$ cat config.mk
export PLATFORM = sky130hd
export DESIGN_NAME = cdown_timer
export DESIGN_NICKNAME = d
export VERILOG_FILES = /design/src/rtl/cdt_pkg.sv /design/src/rtl/cdt_core.sv /design/src/rtl/cdt_regs.sv /design/src/rtl/cdown_timer.sv
export SDC_FILE = /design/constraint.sdc
export NUM_CORES = 1
export LEC_CHECK = 0
export ABC_AREA = 1
export BUFFER_PORTS_ARGS = -buffer_cell sky130_fd_sc_hd__buf_2
export CAP_MARGIN = 0
export CORE_ASPECT_RATIO = 1.4
export CORE_UTILIZATION = 66
export CTS_CLUSTER_DIAMETER = 150
export DETAILED_ROUTE_END_ITERATION = 10
export HOLD_SLACK_MARGIN = 0.02
export PLACE_DENSITY = 0.85
export SETUP_SLACK_MARGIN = 0.1
export SYNTH_ARGS = -nofsm -noshare
export SYNTH_HDL_FRONTEND = slang
export SYNTH_HIERARCHICAL = 1
export SYNTH_SLANG_ARGS = --single-unit
$ cat constraint.sdc
create_clock -name clk -period 2.64 [get_ports clk]
set_input_delay 0.132 -clock clk [delete_from_list [all_inputs] [get_ports clk]]
set_output_delay 0.132 -clock clk [all_outputs]
set_load 0.05 [all_outputs]
$ cat src/rtl/cdt_pkg.sv
package cdt_pkg;

   // byte offsets of the register file
   localparam int unsigned OFS_LOAD_LO = 32'h00;
   localparam int unsigned OFS_LOAD_HI = 32'h04;
   localparam int unsigned OFS_CNT_LO  = 32'h08;
   localparam int unsigned OFS_CNT_HI  = 32'h0C;
   localparam int unsigned OFS_CTRL_A  = 32'h10;
   localparam int unsigned OFS_STAT    = 32'h18;
   localparam int unsigned OFS_CTRL_B  = 32'h1C;

   localparam int unsigned CTRL_BITS = 3;

   // control register, bit 0 = run, bit 1 = single-shot, bit 2 = unmask
   typedef struct packed {
      logic unmask;
      logic oneshot;
      logic run;
   } ctrl_t;

endpackage

$ cat src/rtl/cdt_core.sv
module cdt_core
   import cdt_pkg::*;
#(
   parameter int unsigned CNT_W = 64
) (
   input  logic             clk,
   input  logic             rst_n,
   input  logic             tick,
   input  ctrl_t            ctrl_i,
   input  logic [CNT_W-1:0] load_i,
   output logic [CNT_W-1:0] cnt_o,
   output logic             expire_o
);

   logic [CNT_W-1:0] cnt_q;
   logic             run_d;
   logic             parked_q;
   logic             start;
   logic             step;
   logic             at_zero;

   assign start   = ctrl_i.run & ~run_d;
   assign step    = ctrl_i.run & run_d & tick;
   assign at_zero = (cnt_q == '0);

   // an expiry is suppressed only while a single-shot count sits parked
   assign expire_o = step & at_zero & ~(ctrl_i.oneshot & parked_q);
   assign cnt_o    = cnt_q;

   always_ff @(posedge clk or negedge rst_n) begin
      if (!rst_n) begin
         cnt_q    <= '0;
         run_d    <= 1'b0;
         parked_q <= 1'b0;
      end else begin
         run_d <= ctrl_i.run;
         if (start) begin
            cnt_q    <= load_i;
            parked_q <= 1'b0;
         end else if (step) begin
            if (!at_zero) begin
               cnt_q <= cnt_q - 1'b1;
            end else if (ctrl_i.oneshot) begin
               parked_q <= 1'b1;
            end else begin
               cnt_q <= load_i;
            end
         end
      end
   end


   start_load_chk: assert property (@(posedge clk) disable iff (!rst_n)
      (ctrl_i.run && !run_d) |=> (cnt_q == $past(load_i)));


   stopped_hold_chk: assert property (@(posedge clk) disable iff (!rst_n)
      (!ctrl_i.run) |=> $stable(cnt_q));


   no_tick_hold_chk: assert property (@(posedge clk) disable iff (!rst_n)
      (ctrl_i.run && run_d && !tick) |=> $stable(cnt_q));


   periodic_reload_chk: assert property (@(posedge clk) disable iff (!rst_n)
      (step && at_zero && !ctrl_i.oneshot) |=> (cnt_q == $past(load_i)));


   oneshot_park_chk: assert property (@(posedge clk) disable iff (!rst_n)
      (step && at_zero && ctrl_i.oneshot) |=> (cnt_q == '0));

endmodule

$ cat src/rtl/cdt_regs.sv
module cdt_regs
   import cdt_pkg::*;
#(
   parameter int unsigned DATA_W     = 32,
   parameter int unsigned ADDR_W     = 5,
   parameter bit          CTRL_AT_1C = 1'b0,
   localparam int unsigned CNT_W     = 2 * DATA_W
) (
   input  logic              clk,
   input  logic              rst_n,
   input  logic [ADDR_W-1:0] bus_addr,
   input  logic              bus_wr,
   input  logic [DATA_W-1:0] bus_wdata,
   output logic [DATA_W-1:0] bus_rdata,
   input  logic [CNT_W-1:0]  cnt_i,
   input  logic              expire_i,
   output logic [CNT_W-1:0]  load_o,
   output ctrl_t             ctrl_o,
   output logic              flag_o
);

   logic [ADDR_W-1:0] ctrl_ofs;

   generate
      if (ADDR_W < 5) begin : g_addr_too_narrow
         $error("cdt_regs: ADDR_W must cover offset 0x1C");
      end
      if (DATA_W < CTRL_BITS) begin : g_data_too_narrow
         $error("cdt_regs: DATA_W narrower than the control field");
      end
      if (CTRL_AT_1C) begin : g_ctrl_hi
         assign ctrl_ofs = ADDR_W'(OFS_CTRL_B);
      end else begin : g_ctrl_lo
         assign ctrl_ofs = ADDR_W'(OFS_CTRL_A);
      end
   endgenerate

   logic [DATA_W-1:0] load_lo_q;
   logic [DATA_W-1:0] load_hi_q;
   ctrl_t             ctrl_q;
   logic              flag_q;

   logic hit_lo;
   logic hit_hi;
   logic hit_ctrl;
   logic hit_stat;
   logic clr_req;
   logic wdata_unused;

   assign hit_lo   = bus_addr == ADDR_W'(OFS_LOAD_LO);
   assign hit_hi   = bus_addr == ADDR_W'(OFS_LOAD_HI);
   assign hit_ctrl = bus_addr == ctrl_ofs;
   assign hit_stat = bus_addr == ADDR_W'(OFS_STAT);
   assign clr_req  = bus_wr & hit_stat & bus_wdata[0];

   assign wdata_unused = ^bus_wdata[DATA_W-1:CTRL_BITS];

   always_ff @(posedge clk or negedge rst_n) begin
      if (!rst_n) begin
         load_lo_q <= '0;
         load_hi_q <= '0;
         ctrl_q    <= '0;
      end else if (bus_wr) begin
         if (hit_lo)   load_lo_q <= bus_wdata;
         if (hit_hi)   load_hi_q <= bus_wdata;
         if (hit_ctrl) ctrl_q    <= ctrl_t'(bus_wdata[CTRL_BITS-1:0]);
      end
   end

   // set has priority over a clearing write in the same cycle
   always_ff @(posedge clk or negedge rst_n) begin
      if (!rst_n)        flag_q <= 1'b0;
      else if (expire_i) flag_q <= 1'b1;
      else if (clr_req)  flag_q <= 1'b0;
   end

   assign load_o = {load_hi_q, load_lo_q};
   assign ctrl_o = ctrl_q;
   assign flag_o = flag_q;

   always_comb begin
      bus_rdata = '0;
      if (hit_lo)
         bus_rdata = load_lo_q;
      else if (hit_hi)
         bus_rdata = load_hi_q;
      else if (bus_addr == ADDR_W'(OFS_CNT_LO))
         bus_rdata = cnt_i[DATA_W-1:0];
      else if (bus_addr == ADDR_W'(OFS_CNT_HI))
         bus_rdata = cnt_i[CNT_W-1:DATA_W];
      else if (hit_ctrl)
         bus_rdata = {{(DATA_W-CTRL_BITS){1'b0}}, ctrl_q};
      else if (hit_stat)
         bus_rdata = {{(DATA_W-1){1'b0}}, flag_q};
   end


   set_beats_clear_chk: assert property (@(posedge clk) disable iff (!rst_n)
      (expire_i && clr_req) |=> flag_q);


   clear_flag_chk: assert property (@(posedge clk) disable iff (!rst_n)
      (clr_req && !expire_i) |=> !flag_q);


   zero_write_keeps_chk: assert property (@(posedge clk) disable iff (!rst_n)
      (bus_wr && hit_stat && !bus_wdata[0] && flag_q) |=> flag_q);

endmodule

$ cat src/rtl/cdown_timer.sv
module cdown_timer
   import cdt_pkg::*;
#(
   parameter int unsigned DATA_W     = 32,
   parameter int unsigned ADDR_W     = 5,
   parameter bit          CTRL_AT_1C = 1'b0
) (
   input  logic              clk,
   input  logic              rst_n,
   input  logic              tick,
   input  logic [ADDR_W-1:0] bus_addr,
   input  logic              bus_wr,
   input  logic [DATA_W-1:0] bus_wdata,
   output logic [DATA_W-1:0] bus_rdata,
   output logic              irq
);

   localparam int unsigned CNT_W = 2 * DATA_W;

   logic [CNT_W-1:0] load;
   logic [CNT_W-1:0] cnt;
   ctrl_t            ctrl;
   logic             flag;
   logic             expire;

   cdt_regs #(
      .DATA_W     (DATA_W),
      .ADDR_W     (ADDR_W),
      .CTRL_AT_1C (CTRL_AT_1C)
   ) u_regs (
      .clk       (clk),
      .rst_n     (rst_n),
      .bus_addr  (bus_addr),
      .bus_wr    (bus_wr),
      .bus_wdata (bus_wdata),
      .bus_rdata (bus_rdata),
      .cnt_i     (cnt),
      .expire_i  (expire),
      .load_o    (load),
      .ctrl_o    (ctrl),
      .flag_o    (flag)
   );

   cdt_core #(
      .CNT_W (CNT_W)
   ) u_core (
      .clk      (clk),
      .rst_n    (rst_n),
      .tick     (tick),
      .ctrl_i   (ctrl),
      .load_i   (load),
      .cnt_o    (cnt),
      .expire_o (expire)
   );

   assign irq = flag & ctrl.unmask;


   irq_needs_flag_chk: assert property (@(posedge clk) disable iff (!rst_n)
      $rose(irq) |-> ($rose(flag) || $rose(ctrl.unmask)));

endmodule

### After elaboration in Yosys (flattened, before gate mapping)

Cells that the tools add are included.

* register bits after elaboration: 134
* input port bits: 41
* word-level logic and storage cells: 54

* add/sub/neg operators: 1
* equal/unequal tests: 6
* muxes and demuxes: 16
* bitwise logic cells: 11
* reductions and logical operators: 11

Operator list (count)
* 2-to-1 mux 64 bit: 4
* 2-to-1 mux 32 bit: 5
* logical NOT 64 bit: 1
* subtractor 64 x 1 -> 64 bit, second input constant: 1
* equality test 5 x 4 -> 1 bit, second input constant: 2
* equality test 5 bit, second input constant: 2
* AND 1 bit: 9
* AND reduction 2 bit: 4
* nonzero test 2 bit: 4
* 2-to-1 mux 1 bit: 7
* equality test 5 x 3 -> 1 bit, second input constant: 1
* logical NOT 5 bit: 1
* != test 3 x 2 -> 1 bit, second input constant: 1
* AND reduction 3 bit: 1
* NOT 1 bit: 2

### Depth between registers and ports, before layout

* depth in word-level cells: 7
* depth in mapped cells: 14
* mapped depth without buffers: 13

### Cells and area by module

The synthesis kept the hierarchy.

By module, submodules not included
* cdt_core: instances 1, cells each 941, area an instance 5403.9 um^2
* cdt_regs: instances 1, cells each 455, area an instance 3585.9 um^2
* cdown_timer: instances 1, cells each 2, area an instance 7.5 um^2

### Least setup slack after synthesis

Ideal clock, no wire load.

* kind: flip-flop to flip-flop
* start: register u_core.cnt_q[11] (netlist: u_core/cnt_o[11])
* end: register u_core.cnt_q[28] (netlist: u_core/cnt_o[28])
* library setup time: 0.120 ns
* data arrival time: 1.599 ns
* data required time: 2.520 ns
* setup slack: 0.920 ns
* stages on the path, launching flop included: 13
* path buffers: 2
* period minus slack after synthesis: 1.720 ns
* path through: dfrtp_1 nor2_1 nand2_1 nor2_4 nand2_1 nor2_1 nand3_1 nand2_2 inv_2 buf_4 buf_6 nand2_1 nand2_1

* cells in the longest elaborated chain, start to end: 4
* elaborated cells on any way between the ends: 7
* classes of those cells: 1 x add/sub; 1 x eq/ne; 3 x mux; 2 x reduce/logical

Ends and longest elaborated chain
* start, declared: line cdt_core.sv:15 `logic [CNT_W-1:0] cnt_q;`
* start signal, assigned: line cdt_core.sv:38 `cnt_q <= load_i;`
* start signal, assigned: line cdt_core.sv:42 `cnt_q <= cnt_q - 1'b1;`
* start signal, assigned: line cdt_core.sv:46 `cnt_q <= load_i;`
* subtractor 64 x 1 -> 64 bit or logical NOT 64 bit (tied branches): line cdt_core.sv:42, cdt_core.sv:24
* 2-to-1 mux 64 bit: line cdt_core.sv:41 `if (!at_zero) begin`
* 2-to-1 mux 64 bit: line cdt_core.sv:40 `end else if (step) begin`
* 2-to-1 mux 64 bit: line cdt_core.sv:37 `if (start) begin`

Several ways; a longest one is shown, not always the timed one. The select of a mux whose other input is x is not followed.
A chain may end at the register's enable or synchronous reset.

### Worst setup path after layout

* start: register u_core.cnt_q[20] (netlist: u_core/cnt_o[20])
* end: register u_core.cnt_q[11] (netlist: u_core/cnt_o[11])

* cells in the longest elaborated chain, start to end: 4
* elaborated cells on any way between the ends: 6
* classes of those cells: 1 x eq/ne; 3 x mux; 2 x reduce/logical

Ends and longest elaborated chain
* logical NOT 64 bit *: line cdt_core.sv:24 `assign at_zero = (cnt_q == '0);`
* 2-to-1 mux 64 bit: line cdt_core.sv:41
* 2-to-1 mux 64 bit: line cdt_core.sv:40
* 2-to-1 mux 64 bit: line cdt_core.sv:37

Every way passes the cells marked *; elsewhere a longest branch is shown, timed or not. The select of a mux whose other input is x is not followed.

==> flow_metrics.tcl <==
set metrics [dict create \
    fin_nets 1534 \
    rsz0062_at_grt "false" \
    clk_latency_ps 430 \
    required_ps 2990 \
    wirelength_um 29410 \
    holdPathStages 5 \
    die_area_sq_um 14110 \
    via_per_inst 5.767 \
    dp_hpwl_um 20080 \
    hold_path.class "primary input to flip-flop" \
    setup_slack_ps 275.2 \
    overflow 0 \
    ys_ff_latch 134 \
    yosys.area_share.simple_pct 42.21 \
    grt_max_degree 74 \
    cap_violations 0 \
    outcome "finished, violations left" \
    synth_edf_count 0 \
    ys_top_cells_by_area "dfrtp_1 37%, nand2_1 27%, nor2_1 7.1%" \
    synth-seq-area-share_pct 37.27 \
    seq_area_sq_um 3353 \
    drtIter0Drc 1078 \
    gp_congestion 1.004 \
    post-route-period-util_pct 89.58 \
    drt-pass1-iter-count 9 \
    cts_buffer_depth 2 \
    clock-sinks 134 \
    die_w_um 100.7 \
    synth_top_family_by_area "simple AND/OR/NAND/NOR gates" \
    finalCriticalPeriod_ps 2365 \
    synthMuxAreaShare_pct 0 \
    synth_compound_area_share_pct 8.775 \
    hold_viol_final 0 \
    cts_setup_buffers 0 \
    avgSynthCellArea_sq_um 6.436 \
    rr_worst_depth 12 \
    arrival_ps 2720 \
    critical_path.endpoint_type "flip-flop" \
    fin_setup_tns_ps 0 \
    ant_nets 0 \
    ir_worst_vdd_v 0.0006574 \
    syn-cell-area_sq_um 8997 \
    yosysUniqueCellTypes 30 \
    finClkSkew_ps 15.69 \
    drive_gt1_share_pct 11.77 \
    netlist_top_cells_count "651 x nand2_1, 170 x nor2_1, 134 x dfrtp_1, 114 x inv_1, 45 x o21ai_0" \
    die_y_um 140.2 \
    yosys.area.top_type "dfrtp_1" \
    cts_tree "done" \
    vias 9724 \
    fillers 997 \
    synthAdderAreaFrac_pct 0.2781 \
    route.detailed.drc 1 \
    io_buffers 73 \
    synth-async-reset-ratio_pct 100.0 \
    drv_slew 0 \
    start_kind "flip-flop" \
    wl_per_cell_um 17.44 \
    setup-violations-final 0 \
    p_leak_nw 5.369 \
    ys.flop_type "dfrtp_1" \
    cts-buffers-inserted 17 \
    violations "DRC" \
    antenna_cells 0 \
    slew_headroom_pct 43.94 \
    multiInputGateArea_sq_um 4831 \
    yosysMostFrequentCell "nand2_1" \
    path_max_fanout 58 \
    worstMarginPinSlew_ps 839.7 \
    grt_usage_pct 43.44 \
    dp_slack_ps 380.4 \
    grt_pass1_wl_um 47000 \
    yosysTopAreaCellShare_pct 37.27 \
    start_util_pct 67.52 \
    fmax_mhz 422.9 \
    fp-row-count 50 \
    antenna_found_initial 0 \
    syn_nets 1441 \
    synthToLayoutAreaGrowth_pct 15.06 \
    core_sq_um 13330 \
    htree_levels 4 \
    num_io_pins 74 \
    cts-root-buf "clkbuf_16" \
    syn-instance-count 1398 \
    path_class "flip-flop to flip-flop" \
    ys_warn_count 6 \
    clk_pin_slew_worst_paths_ps 60 \
    p_per_area_nw_per_um2 1004 \
    grt_pass1_vias 9491 \
    synth_xor_area_share_pct 2.434 \
]
## layout make-up
class,instances,area share [%]
clock buffers,19,4.278
inverters,118,4.278
clock inverters,13,1.426
well taps,182,2.200
flip-flops and latches,134,32.39
multi-input cells,1095,46.66
repair buffers,125,8.762
## worst paths after layout
path | startpoint | endpoint | slack (ps)
max in group asynchronous | rst_n | u_core/cnt_o[13] | 1570
min in group asynchronous | rst_n | u_regs/ctrl_o[2] | 300
setup reg to reg | u_core/cnt_o[20] | u_core/cnt_o[11] | 280
hold / removal | tick | u_core/parked_q | 100
hold reg to reg | u_regs/ctrl_o[0] | u_core/run_d | 500
setup / recovery | u_core/cnt_o[20] | u_core/cnt_o[11] | 280
## where the power goes
group          total, mW  internal, mW  switching (mW)
Sequential          3.54          2.65           0.892
Combinational       4.43          1.39            3.04
Clock               2.42          1.43           0.998
Total               10.4          5.46            4.93
## flip-flops by register name (all words and copies together) (netlist names)
name / flops
u_regs/ctrl_o: 3
u_regs/load_hi_q: 32
u_regs/load_lo_q: 32
u_core/run_d: 1
u_core/cnt_o: 64
u_regs/flag_o: 1
u_core/parked_q: 1
## cell families after synthesis
logic type / Yosys count
flip-flops: 134
AO/OA/AOI/OAI: 131
buffers and inverters: 169
XOR/XNOR: 25
AND/OR/NAND/NOR: 937
adder cells (fa/ha/maj): 2
## worst max-delay path: stages (launching register included)
cell     delay [ps]
dfrtp_1         430
nor2_1          240
nand2_1         170
nor2_1          200
nand2_1         120
nor2_1          130
nand2_1          80
nand2_2         110
buf_12          250
nand2_1         130
o21ai_0         150
nand2_1         110
nand2_1         140
## routing by layer
| layer | vias up | share of wire [%] | track usage, % |
|---|---|---|---|
| met4 | 0 | 5.9 | 25.32 |
| met2 | 628 | 48 | 71.63 |
| met3 | 152 | 8.6 | 7.335 |
| li1 | 4534 | - | - |
| met1 | 4410 | 37 | 53.20 |
| met5 | - | 0 | 0 |
## what timing repair did
| item | 4_1_cts | 5_1_grt |
|---|---|---|
| gates resized for setup | 0 | 0 |
| hold buffers | 33 | 0 |
| hold endpoints to repair | 133 | 0 |
## layout by cell type, fill, tap and decap left out, types with 3 or more instances in the layout
master	instances
a21oi_1	27
buf_12	5
buf_2	72
buf_4	14
clkbuf_16	17
clkinv_4	3
clkinvlp_4	4
dfrtp_1	134
dlygate4sd3_1	33
inv_1	114
inv_2	4
inv_6	3
nand2_1	651
nand2_2	4
nand3_1	42
nand3b_1	12
nand4_1	37
nor2_1	170
nor2_2	6
nor2_4	5
nor3_1	6
o21ai_0	45
o21ai_1	23
o21ai_2	32
o21bai_1	3
xnor2_1	10
xor2_1	15
## per-stage QoR
| stage | power [mW] | hold WS (ps) | instance area [sq um] | cells | utilization (%) |
|---|---|---|---|---|---|
| CTS | 10.20 | 92.61 | 10350 | 1686 | 77.69 |
| global placement | 7.655 | 185.4 | 9432 | 1621 | 70.78 |
| global route | 11.08 | 125.7 | 10350 | 1686 | 77.69 |
| floorplan | 6.400 | -163.6 | 8997 | 1398 | - |
| detailed placement | 7.727 | 188.7 | 9432 | 1621 | 70.78 |
| finish | 10.39 | 98.64 | 10350 | 1686 | 77.69 |
No activity file was read; power rests on OpenSTA's default activity.
